[src/rtl/tcm_pkg.sv]
package tcm_pkg;

    typedef enum logic [1:0] {
        ST_IDLE     = 2'd0,
        ST_CORE_ACC = 2'd1,
        ST_DMA_WS   = 2'd2,
        ST_DMA_ACC  = 2'd3
    } arb_state_e;

    typedef enum logic {
        RD_TO_CORE = 1'b0,
        RD_TO_DMA  = 1'b1
    } rd_dest_e;

    function automatic logic dma_busy(arb_state_e st);
        return (st == ST_DMA_WS) || (st == ST_DMA_ACC);
    endfunction

endpackage

[src/rtl/tcm_req_latch.sv]
module tcm_req_latch #(
    parameter int unsigned ADDR_W = 6
) (
    input  logic              clk,
    input  logic              rst,
    input  logic              cap_en,
    input  logic              replay_done,
    input  logic              in_we,
    input  logic [ADDR_W-1:0] in_addr,
    output logic              held_we,
    output logic [ADDR_W-1:0] held_addr,
    output logic              pend_q
);
    typedef struct packed {
        logic              wr;
        logic [ADDR_W-1:0] addr;
    } held_req_t;

    held_req_t req_q;

    always_ff @(posedge clk) begin
        if (rst) begin
            req_q  <= '0;
            pend_q <= 1'b0;
        end else begin
            if (cap_en) begin
                req_q.wr   <= in_we;
                req_q.addr <= in_addr;
            end
            if (cap_en)
                pend_q <= 1'b1;
            else if (replay_done)
                pend_q <= 1'b0;
        end
    end

    assign held_we   = req_q.wr;
    assign held_addr = req_q.addr;

    a_r7_capture_stable: assert property (@(posedge clk) disable iff (rst)
        (pend_q && $past(pend_q)) |-> $stable(req_q));

endmodule

[src/rtl/tcm_sram.sv]
module tcm_sram #(
    parameter int unsigned ADDR_W = 6,
    parameter int unsigned DATA_W = 32
) (
    input  logic              clk,
    input  logic              rst,
    input  logic              wr_en,
    input  logic [ADDR_W-1:0] wr_addr,
    input  logic [DATA_W-1:0] wr_data,
    input  logic              rd_en,
    input  tcm_pkg::rd_dest_e rd_dest,
    input  logic [ADDR_W-1:0] rd_addr,
    output logic [DATA_W-1:0] core_q,
    output logic [DATA_W-1:0] dma_q
);
    import tcm_pkg::*;

    localparam int unsigned DEPTH = 1 << ADDR_W;

    logic [DATA_W-1:0] mem [DEPTH];
    logic [DATA_W-1:0] rd_val;

    always_comb begin
        if (wr_en && (wr_addr == rd_addr))
            rd_val = wr_data;
        else
            rd_val = mem[rd_addr];
    end

    always_ff @(posedge clk) begin
        if (wr_en)
            mem[wr_addr] <= wr_data;
    end

    always_ff @(posedge clk) begin
        if (rst) begin
            core_q <= '0;
            dma_q  <= '0;
        end else if (rd_en) begin
            if (rd_dest == RD_TO_DMA)
                dma_q <= rd_val;
            else
                core_q <= rd_val;
        end
    end

endmodule

[src/rtl/tcm_arb_fsm.sv]
module tcm_arb_fsm (
    input  logic                clk,
    input  logic                rst,
    input  logic                core_cs,
    input  logic                core_seq,
    input  logic                core_we,
    input  logic                dma_req,
    input  logic                pend_q,
    output tcm_pkg::arb_state_e state_q,
    output logic                core_wait,
    output logic                cap_en,
    output logic                seq_rd,
    output logic                seq_wr,
    output logic                dma_ack
);
    import tcm_pkg::*;

    arb_state_e state_d;
    logic       idle;
    logic       seq_go;

    assign idle    = (state_q == ST_IDLE);
    assign seq_go  = idle && core_cs && core_seq && !dma_req;
    assign seq_rd  = seq_go && !core_we;
    assign seq_wr  = seq_go && core_we;
    assign cap_en  = (idle && core_cs && (!core_seq || dma_req))
                   || (dma_busy(state_q) && core_cs && !pend_q);
    assign dma_ack = (state_q == ST_DMA_ACC);
    assign core_wait = cap_en || (pend_q && (state_q != ST_CORE_ACC));

    always_comb begin
        state_d = state_q;
        unique case (state_q)
            ST_IDLE: begin
                if (dma_req)
                    state_d = ST_DMA_WS;
                else if (core_cs && !core_seq)
                    state_d = ST_CORE_ACC;
            end
            ST_CORE_ACC: state_d = ST_IDLE;
            ST_DMA_WS:   state_d = ST_DMA_ACC;
            ST_DMA_ACC:  state_d = (pend_q || cap_en) ? ST_CORE_ACC : ST_IDLE;
            default:     state_d = ST_IDLE;
        endcase
    end

    always_ff @(posedge clk) begin
        if (rst)
            state_q <= ST_IDLE;
        else
            state_q <= state_d;
    end

    a_r2_release_after_ws: assert property (@(posedge clk) disable iff (rst)
        (idle && core_cs && !core_seq && !dma_req) |=> !core_wait);

    a_r6_ack_single: assert property (@(posedge clk) disable iff (rst)
        dma_ack |=> !dma_ack);

    a_r6_ack_after_ws: assert property (@(posedge clk) disable iff (rst)
        dma_ack |-> ($past(state_q) == ST_DMA_WS));

    a_r7_dma_wins: assert property (@(posedge clk) disable iff (rst)
        (idle && dma_req && core_cs) |=> (state_q == ST_DMA_WS && pend_q && core_wait));

    a_r8_replay_after_ack: assert property (@(posedge clk) disable iff (rst)
        (dma_ack && pend_q) |=> (state_q == ST_CORE_ACC && !core_wait));

endmodule

[src/rtl/tcm_wait_ctrl.sv]
module tcm_wait_ctrl #(
    parameter int unsigned ADDR_W = 6,
    parameter int unsigned DATA_W = 32
) (
    input  logic              clk,
    input  logic              rst,
    input  logic              core_cs,
    input  logic              core_seq,
    input  logic              core_we,
    input  logic [ADDR_W-1:0] core_addr,
    input  logic [DATA_W-1:0] core_wdata,
    output logic [DATA_W-1:0] core_rdata,
    output logic              core_wait,
    input  logic              dma_req,
    input  logic              dma_we,
    input  logic [ADDR_W-1:0] dma_addr,
    input  logic [DATA_W-1:0] dma_wdata,
    output logic [DATA_W-1:0] dma_rdata,
    output logic              dma_ack
);
    import tcm_pkg::*;

    arb_state_e        state_q;
    logic              cap_en;
    logic              seq_rd;
    logic              seq_wr;
    logic              pend_q;
    logic              held_we;
    logic [ADDR_W-1:0] held_addr;
    logic              core_acc;

    logic              wr_pend_q;
    logic [ADDR_W-1:0] wr_addr_q;

    logic              mem_wr_en;
    logic [ADDR_W-1:0] mem_wr_addr;
    logic [DATA_W-1:0] mem_wr_data;
    logic              mem_rd_en;
    logic [ADDR_W-1:0] mem_rd_addr;
    rd_dest_e          mem_rd_dest;

    tcm_arb_fsm u_fsm (
        .clk       (clk),
        .rst       (rst),
        .core_cs   (core_cs),
        .core_seq  (core_seq),
        .core_we   (core_we),
        .dma_req   (dma_req),
        .pend_q    (pend_q),
        .state_q   (state_q),
        .core_wait (core_wait),
        .cap_en    (cap_en),
        .seq_rd    (seq_rd),
        .seq_wr    (seq_wr),
        .dma_ack   (dma_ack)
    );

    assign core_acc = (state_q == ST_CORE_ACC);

    tcm_req_latch #(.ADDR_W(ADDR_W)) u_latch (
        .clk         (clk),
        .rst         (rst),
        .cap_en      (cap_en),
        .replay_done (core_acc),
        .in_we       (core_we),
        .in_addr     (core_addr),
        .held_we     (held_we),
        .held_addr   (held_addr),
        .pend_q      (pend_q)
    );

    // sequential write: address now, data one cycle later
    always_ff @(posedge clk) begin
        if (rst) begin
            wr_pend_q <= 1'b0;
            wr_addr_q <= '0;
        end else begin
            wr_pend_q <= seq_wr;
            if (seq_wr)
                wr_addr_q <= core_addr;
        end
    end

    always_comb begin
        mem_wr_en   = wr_pend_q || (core_acc && held_we) || (dma_ack && dma_we);
        mem_wr_addr = wr_pend_q ? wr_addr_q : (core_acc ? held_addr : dma_addr);
        mem_wr_data = dma_ack ? dma_wdata : core_wdata;
        mem_rd_en   = seq_rd || (core_acc && !held_we) || (dma_ack && !dma_we);
        mem_rd_addr = seq_rd ? core_addr : (core_acc ? held_addr : dma_addr);
        mem_rd_dest = dma_ack ? RD_TO_DMA : RD_TO_CORE;
    end

    tcm_sram #(.ADDR_W(ADDR_W), .DATA_W(DATA_W)) u_sram (
        .clk     (clk),
        .rst     (rst),
        .wr_en   (mem_wr_en),
        .wr_addr (mem_wr_addr),
        .wr_data (mem_wr_data),
        .rd_en   (mem_rd_en),
        .rd_dest (mem_rd_dest),
        .rd_addr (mem_rd_addr),
        .core_q  (core_rdata),
        .dma_q   (dma_rdata)
    );

    a_r4_one_writer: assert property (@(posedge clk) disable iff (rst)
        !(wr_pend_q && ((core_acc && held_we) || dma_ack)));

    a_r5_quiet_idle: assert property (@(posedge clk) disable iff (rst)
        (state_q == ST_IDLE && !core_cs && !dma_req && !wr_pend_q)
            |-> (!mem_wr_en && !mem_rd_en && !core_wait));

    a_r9_core_rdata_hold: assert property (@(posedge clk) disable iff (rst)
        !$past(mem_rd_en && mem_rd_dest == RD_TO_CORE) |-> $stable(core_rdata));

endmodule

[config.mk]
export PLATFORM = sky130hd
export DESIGN_NAME = tcm_wait_ctrl
export DESIGN_NICKNAME = d
export VERILOG_FILES = /design/src/rtl/tcm_pkg.sv /design/src/rtl/tcm_req_latch.sv /design/src/rtl/tcm_sram.sv /design/src/rtl/tcm_arb_fsm.sv /design/src/rtl/tcm_wait_ctrl.sv
export SDC_FILE = /design/constraint.sdc
export NUM_CORES = 2
export LEC_CHECK = 0
export ABC_CLOCK_PERIOD_IN_PS = 5200
export BUFFER_PORTS_ARGS = -buffer_cell sky130_fd_sc_hd__buf_2
export CAP_MARGIN = 20
export CORE_UTILIZATION = 62
export CTS_CLUSTER_DIAMETER = 30
export CTS_CLUSTER_SIZE = 40
export DETAILED_ROUTE_END_ITERATION = 10
export PLACE_DENSITY = 0.79
export SYNTH_ARGS = -nofsm -noshare
export SYNTH_HDL_FRONTEND = slang
export SYNTH_HIERARCHICAL = 1
export SYNTH_SLANG_ARGS = --single-unit
export TNS_END_PERCENT = 50
[constraint.sdc]
create_clock -name clk -period 5.2 [get_ports clk]
set_clock_uncertainty 0.05 [all_clocks]
set_input_delay 1.04 -clock clk [delete_from_list [all_inputs] [get_ports clk]]
set_output_delay 1.04 -clock clk [all_outputs]
set_load 0.01 [all_outputs]
==> results.txt <==
Crit-path slowest cell: a221oi_1
TritonRoute pass-1 iters: 6
# IOs: 149
hold buffer count at CTS: 0
highest-count cells in the layout ignoring fill and taps: edfxtp_1 (2048), mux4_2 (473), clkbuf_16 (371)
Nets: 4452
DRC: 0
WL final: 247000 um
CTS tree: done
dpl cell area: 0.0872 sq mm
Leak: 32.4 nW
CP endpoint kind: register
setup_tns: 0 ns
layout cells sized above 1: 35.8%
Crit Path Max Fanout: 21
sequential area share after synthesis: 76.7%
CTS Buffer Depth: 4
average routed wire per standard cell: 38.5 um
total grt overflow: 0
antenna viol nets, final: 0
Post-DP HPWL: 128000 um
number of cells produced by synthesis: 3825
Clock transition at path regs: 0.05 ns
via count: 46800
RSZ-0062 raised after global routing: no
crit path DAT: 5.62 ns
die footprint: 0.134 sq mm
Netlist cell types: 55
mux contribution to synthesized area: 16.2%
Crit path required time: 5.90 ns
Synthesized Nets: 3908
Post-Syn Area: 0.0823 sq mm
register area: 0.0631 sq mm
post-synthesis async set-or-reset flop share: 0%
Top FF cell, synth: edfxtp_1
CP bufs+invs: 4
antenna violations before repair: 13
final core utilization: 75.6%
buffer count from post-CTS setup fixing: 0
Worst-Margin Slew: 1.28 ns
critical path class: register to register
Die X: 366 um
register bit total from synthesis: 2129
max-slew violation count: 0
Slew HR: 14.3%
number of flops mapped to enable cells by yosys: 2048
main combinational cell family by area after synthesis: multiplexers
PostCTS Resize Cnt: 0
Ys Warns: 6
vias in the first global route: 48600
filler cell count: 6347
max_cap viols: 0
largest net degree at the start of global routing: 67
Multi-input gate area: 0.0185 sq mm
Final period util: 94.6%
initial cell density of the core: 62.6%
final hold vios: 0
Num CTS Buffers: 366
DRT iter0 DRCs: 7930
post-synthesis adder-cell area fraction: 0%
Synth Area in Simple Gates: 1.71%
commonest non-fill, non-tap cell in the layout: edfxtp_1
Setup violations, final: 0
setup ws final: 0.281 ns
Avg Vias per Cell: 7.28
clock root buffer: clkbuf_16
row cnt: 133
fin crit period: 4.92 ns
Clk Latency, worst-skew pair: 0.91 ns
worst-path cell chain: nor4_2 > buf_4 > nand4bb_1 > o311ai_4 > buf_8 > buf_4 > buf_12 > mux4_2 > a221oi_1 > a21oi_1 > o21ai_0 > o21ai_0
Syn Area/Cell: 21.5 sq um
GRT Util Overall: 37.1%
htree depth: 5
power density over cell area: 466 mW/mm^2
critical path's top delay family: compound AO/OA/AOI/OAI gates
element type at the critical path start: register
CP peak stage delay: 0.81 ns
run status: finished, final reports clean
DP Worst Slack: 0.0442 ns
area fraction in compound gates after synthesis: 3.72%
Port Buffers: 148
Area growth, synth to finish: 20.8%
FMAX: 203 MHz
Synth Area in XOR/XNOR: 0.0638%
gpl congestion: 0.867
Core Footprint: 0.132 sq mm
design area: 0.0995 sq mm
Hold Path Class: input port to register
Die Span Y: 366 um
CTS Sinks: 2129
first-pass GRT wire length: 349000 um
peak supply drop: 0.000390 V
[sequential cells by signal, summed over array words and instances (netlist names)]
register	flops
u_fsm/state_q	2
u_latch/held_addr	6
u_latch/held_we	1
u_latch/pend_q	1
u_sram/core_q	32
u_sram/dma_q	32
u_sram/mem	2048
wr_addr_q	6
wr_pend_q	1
[cells by family (layout without fill, tap and decap cells)]
| family | count (synthesis) | count (layout) |
|---|---|---|
| buffers and inverters | 248 | 1079 |
| DFF | 2129 | 2129 |
| AOI/OAI and AO/OA | 437 | 437 |
| muxes | 732 | 732 |
| xor gates and xnor gates | 6 | 6 |
| other | 0 | 11 |
| and+or+nand+nor | 273 | 273 |
[per-layer routing]
layer / global-route usage, % / vias up / routed length, um
met5: 0 / - / 99
met4: 20.7 / 16 / 15300
met3: 11.7 / 1039 / 37400
met2: 57.8 / 4789 / 117000
met1: 46.8 / 23500 / 77700
li1: - / 17400 / -
[worst register-to-register path, cell delays in order (launching register included)]
cell,delay [ns]
dfxtp_1,0.78
nor4_2,0.18
buf_4,0.27
nand4bb_1,0.31
o311ai_4,0.20
buf_8,0.26
buf_4,0.25
buf_12,0.18
mux4_2,0.53
a221oi_1,0.81
a21oi_1,0.45
o21ai_0,0.28
o21ai_0,0.21
[power breakdown]
group          internal, mW  switching [mW]
clock network          15.2            8.73
logic                  1.27            2.15
registers              18.9          0.0547
[worst paths after layout]
kind	start	slack [ns]	cells past startpoint	end
setup / recovery	u_fsm/state_q[1]$_SDFFE_PP0P_	0.28	12	u_sram/dma_q[11]$_SDFFE_PP0P_
hold / removal	core_addr[5]	0.38	3	u_latch/held_addr[5]$_SDFFE_PP0P_
setup reg to reg	u_fsm/state_q[1]$_SDFFE_PP0P_	0.28	12	u_sram/dma_q[11]$_SDFFE_PP0P_
hold reg to reg	u_sram/dma_q[21]$_SDFFE_PP0P_	0.46	2	u_sram/dma_q[21]$_SDFFE_PP0P_
[Yosys cell counts, types with 2 or more instances]
library cell	n	area share, %
o22ai_1	13	0.099
buf_6	21	0.29
dfxtp_1	81	2.0
nand3b_1	2	0.018
mux2_2	79	1.1
a221o_1	2	0.024
clkbuf_1	90	0.41
a22oi_1	123	1.1
or2_0	11	0.084
nand4bb_1	12	0.16
nor2b_1	16	0.12
o31ai_2	11	0.17
edfxtp_1	2048	75
nand2b_1	21	0.16
mux2_4	2	0.036
mux4_2	473	13
nand3_1	21	0.13
xnor2_1	6	0.064
nand2_1	50	0.23
or2_2	3	0.023
mux2i_1	178	2.2
o311ai_1	8	0.085
or3_1	4	0.030
inv_1	12	0.055
buf_2	73	0.44
o221ai_1	13	0.14
buf_1	7	0.032
a211oi_1	13	0.12
buf_4	43	0.39
nor2_1	89	0.41
o21ai_0	79	0.48
nand4_1	3	0.023
a221oi_1	54	0.57
o311ai_0	4	0.043
o211ai_1	39	0.36
and2_1	14	0.11
a21oi_1	46	0.28
nor2b_4	2	0.033
nor3_1	19	0.12
o21ai_1	25	0.15
[layout make-up]
cell class	count	share of cell area [%]
diodes	11	0.0277
clock buffers	397	9.47
clock inverters	258	2.78
inverters	13	0.0491
multi-input cells	1448	18.6
flip-flops and latches	2129	63.5
well taps	1755	2.21
repair buffers	411	3.41
[per-stage QoR]
stage,hold slack (ns),power [mW],std cells
2_1_floorplan,0.410,21.3,3825
3_3_place_gp,0.426,22.4,5748
3_5_place_dp,0.428,22.5,5751
4_1_cts,0.327,46.3,6406
5_1_grt,0.366,47.2,6411
6_report,0.377,46.3,6422
Note: power is estimated with default switching activity, not from simulation.
